**config.mk**
```make
export PLATFORM = sky130hd
export DESIGN_NAME = clkdiv_chain
export DESIGN_NICKNAME = d
export VERILOG_FILES = /design/src/rtl/clkdiv_pkg.sv /design/src/rtl/clkdiv_stage.sv /design/src/rtl/clkdiv_out.sv /design/src/rtl/clkdiv_chain.sv
export SDC_FILE = /design/constraint.sdc
export NUM_CORES = 1
export LEC_CHECK = 0
export ABC_AREA = 0
export BUFFER_PORTS_ARGS = -buffer_cell sky130_fd_sc_hd__buf_2
export CORE_MARGIN = 2
export CORE_UTILIZATION = 54
export CTS_CLUSTER_SIZE = 8
export DETAILED_ROUTE_END_ITERATION = 7
export GPL_TIMING_DRIVEN = 0
export PLACE_DENSITY = 0.76
export SYNTH_ARGS = -nofsm -noshare
export SYNTH_HDL_FRONTEND = slang
export SYNTH_SLANG_ARGS = --single-unit
```
**constraint.sdc**
```tcl
create_clock -name clk -period 3.5 [get_ports clk]
set_input_delay 0.175 -clock clk [delete_from_list [all_inputs] [get_ports clk]]
set_output_delay 0.175 -clock clk [all_outputs]
set_load 0.03 [all_outputs]
```
**src/rtl/clkdiv_pkg.sv**
```systemverilog
package clkdiv_pkg;

    typedef enum logic [1:0] {
        ST_SYNC  = 2'd0,
        ST_DELAY = 2'd1,
        ST_HIGH  = 2'd2,
        ST_LOW   = 2'd3
    } stage_state_e;

endpackage

```
**src/rtl/clkdiv_stage.sv**
```systemverilog
module clkdiv_stage
    import clkdiv_pkg::*;
#(
    parameter int CNT_W = 4
) (
    input  logic             clk,
    input  logic             rst_n,
    input  logic             hold,
    input  logic             en_in,
    input  logic             lvl_in,
    input  logic [CNT_W-1:0] cfg_low,
    input  logic [CNT_W-1:0] cfg_high,
    input  logic [CNT_W-1:0] cfg_phase,
    input  logic             cfg_start_hi,
    input  logic             cfg_bypass,
    output logic             en_out,
    output logic             lvl_out
);

    localparam logic [CNT_W-1:0] CNT_ZERO = '0;
    localparam logic [CNT_W-1:0] CNT_ONE  = CNT_W'(1);

    stage_state_e     state, state_n;
    logic [CNT_W-1:0] cnt, cnt_n;
    logic [CNT_W-1:0] low_q, high_q;
    logic             start_q;
    logic             load_cnt, load_start, rise;
    logic             lvl_int;

    // next-state and counter logic
    always_comb begin
        state_n    = state;
        cnt_n      = cnt;
        load_cnt   = 1'b0;
        load_start = 1'b0;
        rise       = 1'b0;
        if (cfg_bypass) begin
            state_n = ST_SYNC;
            cnt_n   = CNT_ZERO;
        end else if (hold) begin
            state_n = ST_SYNC;
            cnt_n   = CNT_ZERO;
        end else begin
            unique case (state)
                ST_SYNC: begin
                    load_cnt   = 1'b1;
                    load_start = 1'b1;
                    if (cfg_phase == CNT_ZERO) begin
                        state_n = cfg_start_hi ? ST_HIGH : ST_LOW;
                        cnt_n   = cfg_start_hi ? cfg_high : cfg_low;
                    end else begin
                        state_n = ST_DELAY;
                        cnt_n   = cfg_phase - CNT_ONE;
                    end
                end
                ST_DELAY: begin
                    if (en_in) begin
                        if (cnt == CNT_ZERO) begin
                            state_n = start_q ? ST_HIGH : ST_LOW;
                            cnt_n   = start_q ? high_q : low_q;
                        end else begin
                            cnt_n = cnt - CNT_ONE;
                        end
                    end
                end
                ST_HIGH: begin
                    if (en_in) begin
                        if (cnt == CNT_ZERO) begin
                            state_n = ST_LOW;
                            if (!start_q) begin
                                load_cnt = 1'b1;
                                cnt_n    = cfg_low;
                            end else begin
                                cnt_n = low_q;
                            end
                        end else begin
                            cnt_n = cnt - CNT_ONE;
                        end
                    end
                end
                ST_LOW: begin
                    if (en_in) begin
                        if (cnt == CNT_ZERO) begin
                            state_n = ST_HIGH;
                            rise    = 1'b1;
                            if (start_q) begin
                                load_cnt = 1'b1;
                                cnt_n    = cfg_high;
                            end else begin
                                cnt_n = high_q;
                            end
                        end else begin
                            cnt_n = cnt - CNT_ONE;
                        end
                    end
                end
            endcase
        end
    end

    // state register
    always_ff @(posedge clk) begin
        if (!rst_n) begin
            state   <= ST_SYNC;
            cnt     <= CNT_ZERO;
            low_q   <= CNT_ZERO;
            high_q  <= CNT_ZERO;
            start_q <= 1'b0;
        end else begin
            state <= state_n;
            cnt   <= cnt_n;
            if (load_cnt) begin
                low_q  <= cfg_low;
                high_q <= cfg_high;
            end
            if (load_start) begin
                start_q <= cfg_start_hi;
            end
        end
    end

    // outputs
    always_comb begin
        unique case (state)
            ST_SYNC:  lvl_int = cfg_start_hi;
            ST_DELAY: lvl_int = start_q;
            ST_HIGH:  lvl_int = 1'b1;
            ST_LOW:   lvl_int = 1'b0;
        endcase
        en_out  = cfg_bypass ? en_in  : rise;
        lvl_out = cfg_bypass ? lvl_in : lvl_int;
    end

    // a running phase never holds more than its latched count
    a_r1_low_bound: assert property (@(posedge clk) disable iff (!rst_n)
        (state == ST_LOW) |-> (cnt <= low_q));
    a_r1_high_bound: assert property (@(posedge clk) disable iff (!rst_n)
        (state == ST_HIGH) |-> (cnt <= high_q));
    // an emitted rising-edge enable is followed by the high phase
    a_r1_tick_then_high: assert property (@(posedge clk) disable iff (!rst_n)
        (!cfg_bypass && en_out) |=> (state == ST_HIGH));
    // a bypassed stage is parked in restart
    a_r6_bypass_parked: assert property (@(posedge clk) disable iff (!rst_n)
        cfg_bypass |=> (state == ST_SYNC));
    // the level is steady through the offset wait
    a_r4_delay_steady: assert property (@(posedge clk) disable iff (!rst_n)
        (state == ST_DELAY && $past(state) == ST_DELAY) |-> $stable(lvl_int));

endmodule

```
**src/rtl/clkdiv_out.sv**
```systemverilog
module clkdiv_out (
    input  logic lvl_in,
    input  logic tick_in,
    input  logic sync,
    input  logic nosync,
    input  logic force_hi,
    output logic div_level,
    output logic div_tick
);

    logic muted;

    always_comb begin
        muted     = sync & nosync;
        div_level = muted ? force_hi : lvl_in;
        div_tick  = tick_in & ~muted;
    end

endmodule

```
**src/rtl/clkdiv_chain.sv**
```systemverilog
module clkdiv_chain
    import clkdiv_pkg::*;
#(
    parameter int STAGES = 2,
    parameter int CNT_W  = 4
) (
    input  logic                      clk,
    input  logic                      rst_n,
    input  logic                      sync,
    input  logic [STAGES*CNT_W-1:0]   cfg_low,
    input  logic [STAGES*CNT_W-1:0]   cfg_high,
    input  logic [STAGES*CNT_W-1:0]   cfg_phase,
    input  logic [STAGES-1:0]         cfg_start_hi,
    input  logic [STAGES-1:0]         cfg_bypass,
    input  logic                      cfg_nosync,
    input  logic                      cfg_force_hi,
    output logic                      div_level,
    output logic                      div_tick
);

    logic [STAGES:0] en_chain;
    logic [STAGES:0] lvl_chain;
    logic            hold;

    assign hold         = sync & ~cfg_nosync;
    assign en_chain[0]  = 1'b1;
    assign lvl_chain[0] = 1'b1;

    for (genvar k = 0; k < STAGES; k++) begin : g_stage
        clkdiv_stage #(
            .CNT_W(CNT_W)
        ) u_stage (
            .clk          (clk),
            .rst_n        (rst_n),
            .hold         (hold),
            .en_in        (en_chain[k]),
            .lvl_in       (lvl_chain[k]),
            .cfg_low      (cfg_low[k*CNT_W +: CNT_W]),
            .cfg_high     (cfg_high[k*CNT_W +: CNT_W]),
            .cfg_phase    (cfg_phase[k*CNT_W +: CNT_W]),
            .cfg_start_hi (cfg_start_hi[k]),
            .cfg_bypass   (cfg_bypass[k]),
            .en_out       (en_chain[k+1]),
            .lvl_out      (lvl_chain[k+1])
        );
    end

    clkdiv_out u_out (
        .lvl_in    (lvl_chain[STAGES]),
        .tick_in   (en_chain[STAGES]),
        .sync      (sync),
        .nosync    (cfg_nosync),
        .force_hi  (cfg_force_hi),
        .div_level (div_level),
        .div_tick  (div_tick)
    );

    // an obeyed restart silences the edge pulse unless every stage is bypassed
    a_r3_sync_silences: assert property (@(posedge clk) disable iff (!rst_n)
        (sync && !cfg_nosync && !(&cfg_bypass)) |-> !div_tick);
    // a muted channel emits no edge pulse
    a_r8_mute_no_tick: assert property (@(posedge clk) disable iff (!rst_n)
        (sync && cfg_nosync) |-> !div_tick);

endmodule

```
==> results of run 1 <==
[final cells by class]
type	instances	share of cell area, %
multi-input cells	231	59.3
well taps	50	2.45
clock buffers	7	3.39
plain buffers	18	2.99
repair buffers	31	6.08
clock inverters	1	0.196
flip-flops and latches	30	23.6
inverters	14	2.06
[metal layers]
| layer | global-route usage (%) | up-vias | part of all wire, % |
|---|---|---|---|
| met5 | 0 | - | 0 |
| li1 | - | 1142 | - |
| met4 | 7.00 | 0 | 0.49 |
| met2 | 35.2 | 57 | 42 |
| met1 | 41.9 | 1056 | 53 |
| met3 | 4.44 | 2 | 4.9 |
[state kept, by name (all words and copies together), names as in the netlist]
signal and cells:
g_stage.u_stage.cnt 8, g_stage.u_stage.start_q 2, g_stage.u_stage.state 4, g_stage.u_stage.low_q 8
g_stage.u_stage.high_q 8
[cell families (layout without fill, tap and decap cells)]
logic type                 after synthesis  in the layout
AOI/OAI and AO/OA                       84             84
xor gates and xnor gates                 3              3
adders and majority gates                5              5
buffers and inverters                   32             71
DFF                                     30             30
muxes                                   29             29
and+or+nand+nor                        110            110
[cells in the final DEF, fill, tap and decap left out, drive strengths merged, types with 6 or more instances in the layout]
cell type	synthesis	layout
nand2	43	43
nor2	22	22
a221oi	8	8
buf	3	34
o21ai	23	23
dfxtp	30	30
a211oi	8	8
mux2	10	10
inv	14	14
nand3	12	12
nor3	9	9
mux2i	19	19
a21oi	19	19
clkbuf	15	22
nand2b	6	6
[where the power goes]
part / switching (mW) / internal (mW) / total (mW)
logic: 0.139 / 0.0973 / 0.236
clock network: 0.133 / 0.159 / 0.292
registers: 0.0153 / 0.362 / 0.378
total: 0.287 / 0.618 / 0.906
[stage by stage]
step	area (sq um)	utilization, %
3_5_place_dp	2460	61.5
4_1_cts	2550	63.7
2_1_floorplan	2240	-
6_report	2550	63.7
3_3_place_gp	2460	61.5
5_1_grt	2550	63.7
[worst paths after layout]
check                                      end  depth (start not counted)  slack (ps)                    startpoint
hold reg to reg   g_stage[1].u_stage.high_q[3]                          2         470  g_stage[1].u_stage.high_q[3]
hold / removal     g_stage[1].u_stage.low_q[3]                          3         160                    cfg_low[7]
setup reg to reg     g_stage[1].u_stage.cnt[2]                          6        1210   g_stage[1].u_stage.state[1]
setup / recovery                     div_level                          7        1070   g_stage[1].u_stage.state[1]
[critical path, delay by kind of cell (launching register included)]
| kind | cells | cell delay [ps] |
|---|---|---|
| buf+inv | 3 | 950 |
| flops | 1 | 310 |
| compound gates | 4 | 720 |
==> reports/qor.yml, run 1 <==
final.min_clock_period_ps: 2430
power_density_nw_per_um2: 355
synth_xor_xnor_area_share_pct: 1.17
synth_top_area_share_pct: 26.8
clkTransAtPathRegs_ps: 70
clock.fmax_mhz: 411
netlist_top_cells_count: "nand2_1, dfxtp_1, nor2_1, o21ai_0"
setup_viol: 0
fp.dieArea_sq_um: 4680
grt_pass1_wl_um: 9070
vias: 2257
peakVddDrop_mv: 0.238
ant_nets: 0
path_cells: "clkbuf_1 > clkbuf_1 > o21ai_0 > a21oi_1 > a221oi_1 > a31o_2 > buf_2"
synth_top_family_by_area: "compound AO/OA/AOI/OAI gates"
synth.distinct_cells: 53
rsz0062_at_grt: "false"
cts_buffers: 5
yosys_warnings: 0
slowest_stage: "clkbuf_1"
path_max_fanout: 10
fin_skew_ps: 3.43
start_kind: "register"
seqCellArea_sq_um: 601
avgViaCountPerCell: 5.91
drive_gt1_share_pct: 18.1
rows: 23
hold_viol: 0
synth_fa_ha_area_share_pct: 2.79
synth-edff-count: 0
syn-num-nets: 331
num_io_pins: 35
total_power_mw: 0.906
wl_um: 5660
ys_top_cells_by_area: "dfxtp_1, mux2i_1, nand2_1, mux2_2, o21ai_0"
drtPass1Iterations: 4
cts.path.max_buffers: 2
hold_buffers: 0
root_buffer: "clkbuf_8"
place_inst: 374
critical_path_class: "register to output pin"
initialDrtViolationCount: 143
maxSlewHeadroom_pct: 55.1
worst_slack_ps: 1070
grt_antenna_before_repair: 0
place_hpwl_um: 4210
insertedDiodeCount: 0
fin_nets: 369
async_flop_share_pct: 0
avgSynthCellArea_sq_um: 7.65
yosys.area.top_type: "dfxtp_1"
ctsResizeCount: 0
synth-seq-cells: 30
finalNonFillerCells: 382
crit_path_end_kind: "output pin"
yosysSeqAreaShare_pct: 26.8
tritoncts: "yes"
worst_pin_slew_ps: 673
critPathMostFrequentCell: "clkbuf_1"
fin_crit_sh_pct: 69.5
status: "finished clean"
chipWidth_um: 68.4
yosysMostFrequentCell: "nand2_1"
port_buffers: 31
holdWs_ps: 156
ys.flop_type: "dfxtp_1"
leakage_nw: 1.04
hold_path.class: "primary input to register"
slew_viol_final: 0
drc: 0
gp_congestion: 0.899
synthMuxAreaShare_pct: 13.5
crit_required_ps: 3320
finalSetupTns_ps: 0
grt_overflow: 0
arrival_ps: 2260
grt_pass1_vias: 1866
syn_area_sq_um: 2240
syn_inst: 293
pre_cts_ws_ps: 1240
maxCapViolations: 0
grt_max_degree: 11
cp_slowest_stage_delay_ps: 450
gr-usage-all-layers_pct: 26.2
synth_compound_area_share_pct: 25.8
syn_to_final_growth_pct: 13.8
synth-simple-area-share_pct: 24.2
fillers: 380
post_drt_wl_per_cell_um: 14.8
start_util_pct: 56.0
htreeDepth: 2
cts_setup_buffers: 0
die_y_um: 68.4
clock_latency_ps: 280
multiInputGateArea_sq_um: 1510
coreArea_sq_um: 4000
cts_num_sinks: 30
(Power assumes the default switching activity.)
==> run 2, diff against run 1 <==
- CORE_UTILIZATION: 54 -> 51
- clock period: 3.5 -> 2.2 ns (I/O delays scaled with it)
==> run 2 against run 1 <==
Against the previous run:
- critical path depth stayed put
- flip-flop and latch count stayed put
- design area is 1.5% higher
- hold slack worse by 73 ps
- power is 60% higher
- via count is 2.9% higher
- sequential share of layout area is 0.34 points lower
- final cell count is 0.52% higher
==> reports/qor.yml, run 2 (synthesized netlist as in run 1, its figures left out) <==
status: "finished clean"
maxCapViolations: 0
fillers: 402
num_io_pins: 35
cts_num_sinks: 30
multiInputGateArea_sq_um: 1520
hold_depth: 3
fin_skew_ps: 5.99
drtPass1Iterations: 4
largestRegisters: "g_stage.u_stage.cnt (8), g_stage.u_stage.high_q (8), g_stage.u_stage.low_q (8)"
cts_buffers: 5
clkTransAtPathRegs_ps: 70
post_drt_wl_per_cell_um: 15.5
insertedDiodeCount: 0
syn_to_final_growth_pct: 15.5
grt_pass1_vias: 2142
clock_power_share_pct: 31.4
power_switching_mw: 0.487
hold_viol: 0
slew_viol_final: 0
grt_antenna_before_repair: 0
hold_path.class: "primary input to register"
ant_nets: 0
critical_path_class: "register to output pin"
start_kind: "register"
final_cell_mix: "nand2_1, buf_2, dfxtp_1, nor2_1, o21ai_0"
maxSlewHeadroom_pct: 56.0
clock.fmax_mhz: 482
arrival_ps: 1960
chipWidth_um: 70.3
dpl_cell_area_sq_um: 2460
tritoncts: "yes"
drc: 0
reg2reg_depth: 8
crit_required_ps: 2090
peakVddDrop_mv: 0.332
seq_power_share_pct: 41.6
rows: 24
initialDrtViolationCount: 281
place_inst: 376
leakage_nw: 1.07
coreArea_sq_um: 4290
final.min_clock_period_ps: 2070
switching_share_pct: 33.6
gp_congestion: 0.904
postLayoutCellArea_sq_um: 2590
layout_commonest_cell: "nand2_1"
vias: 2322
grt_max_degree: 12
hold_buffers: 0
start_util_pct: 52.2
clock_latency_ps: 290
power_density_nw_per_um2: 561
gr-usage-all-layers_pct: 24.5
fp.dieArea_sq_um: 4940
die_y_um: 70.3
path_max_fanout: 10
wl_um: 5960
place_hpwl_um: 4330
htreeDepth: 2
grt_pass1_wl_um: 9860
grt_overflow: 0
fin_crit_sh_pct: 94.2
seqCellArea_sq_um: 601
worst_pin_slew_ps: 658
drive_gt1_share_pct: 21.1
power_frac_comb_pct: 27.0
avgViaCountPerCell: 6.05
finalNonFillerCells: 384
rsz0062_at_grt: "false"
intPower_mw: 0.964
fin_nets: 369
total_power_mw: 1.45
crit_path_end_kind: "output pin"
port_buffers: 31
setup_viol: 0
root_buffer: "clkbuf_8"
cts.path.max_buffers: 2
## run 2: metrics by stage
stage | hold slack [ps] | worst slack (ps) | setup TNS (ps) | util, %
after CTS | 81.3 | 14.0 | 0 | 60.0
final | 82.8 | 127 | 0 | 60.3
after detailed placement | 388 | -71.7 | -488 | 57.3
after global placement | 378 | -34.6 | -249 | 57.3
after floorplan | 250 | 286 | 0 | -
after global routing | 91.4 | 7.56 | 0 | 60.3
## run 2: what timing repair did
action / in CTS / in global routing
pin swaps: 1 / 0
endpoints found under the setup margin: 10 / 20
resized for setup: 4 / 5
buffers inserted: 1 / 1
## run 2: layout make-up
type,instances,area share [%]
multi-input cells,231,58.8
flip-flops and latches,30,23.2
repair buffers,33,7.06
plain buffers,16,2.95
clock buffers,5,2.66
well taps,52,2.51
inverters,14,2.03
clock inverters,3,0.822
## run 2: final timing paths
check                               start                            to  slack (ps)
max reg2reg     g_stage[0].u_stage.cnt[0]  g_stage[1].u_stage.high_q[0]         160
max           g_stage[1].u_stage.state[0]                     div_level         130
min                           cfg_high[6]  g_stage[1].u_stage.high_q[2]          80
min reg2reg  g_stage[1].u_stage.high_q[3]  g_stage[1].u_stage.high_q[3]         470
## run 2: critical path, stage by stage (launching register included)
cell	delay, ps
dfxtp_1	310
clkbuf_1	240
clkbuf_2	310
o21ai_0	180
a21oi_1	190
a221oi_1	70
a31o_2	220
buf_2	170
## run 2: layer usage
layer | global-route usage, % | wire length [um] | part of all wire (%) | vias to the layer above
met1 | 35.7 | 2850 | 48 | 1068
met5 | 0 | 0 | 0 | -
met4 | 6.84 | 127 | 2.1 | 0
li1 | - | - | - | 1148
met2 | 36.3 | 2560 | 43 | 89
met3 | 5.19 | 417 | 7.0 | 17
## run 2: power by group through the flow
| stage | combinational (mW) | sequential, mW | clock [mW] |
|---|---|---|---|
| after floorplan | 0.264 | 0.605 | 0 |
| after global placement | 0.362 | 0.610 | 0 |
| after detailed placement | 0.371 | 0.611 | 0 |
| after CTS | 0.381 | 0.599 | 0.458 |
| after global routing | 0.433 | 0.608 | 0.482 |
| final | 0.391 | 0.604 | 0.455 |
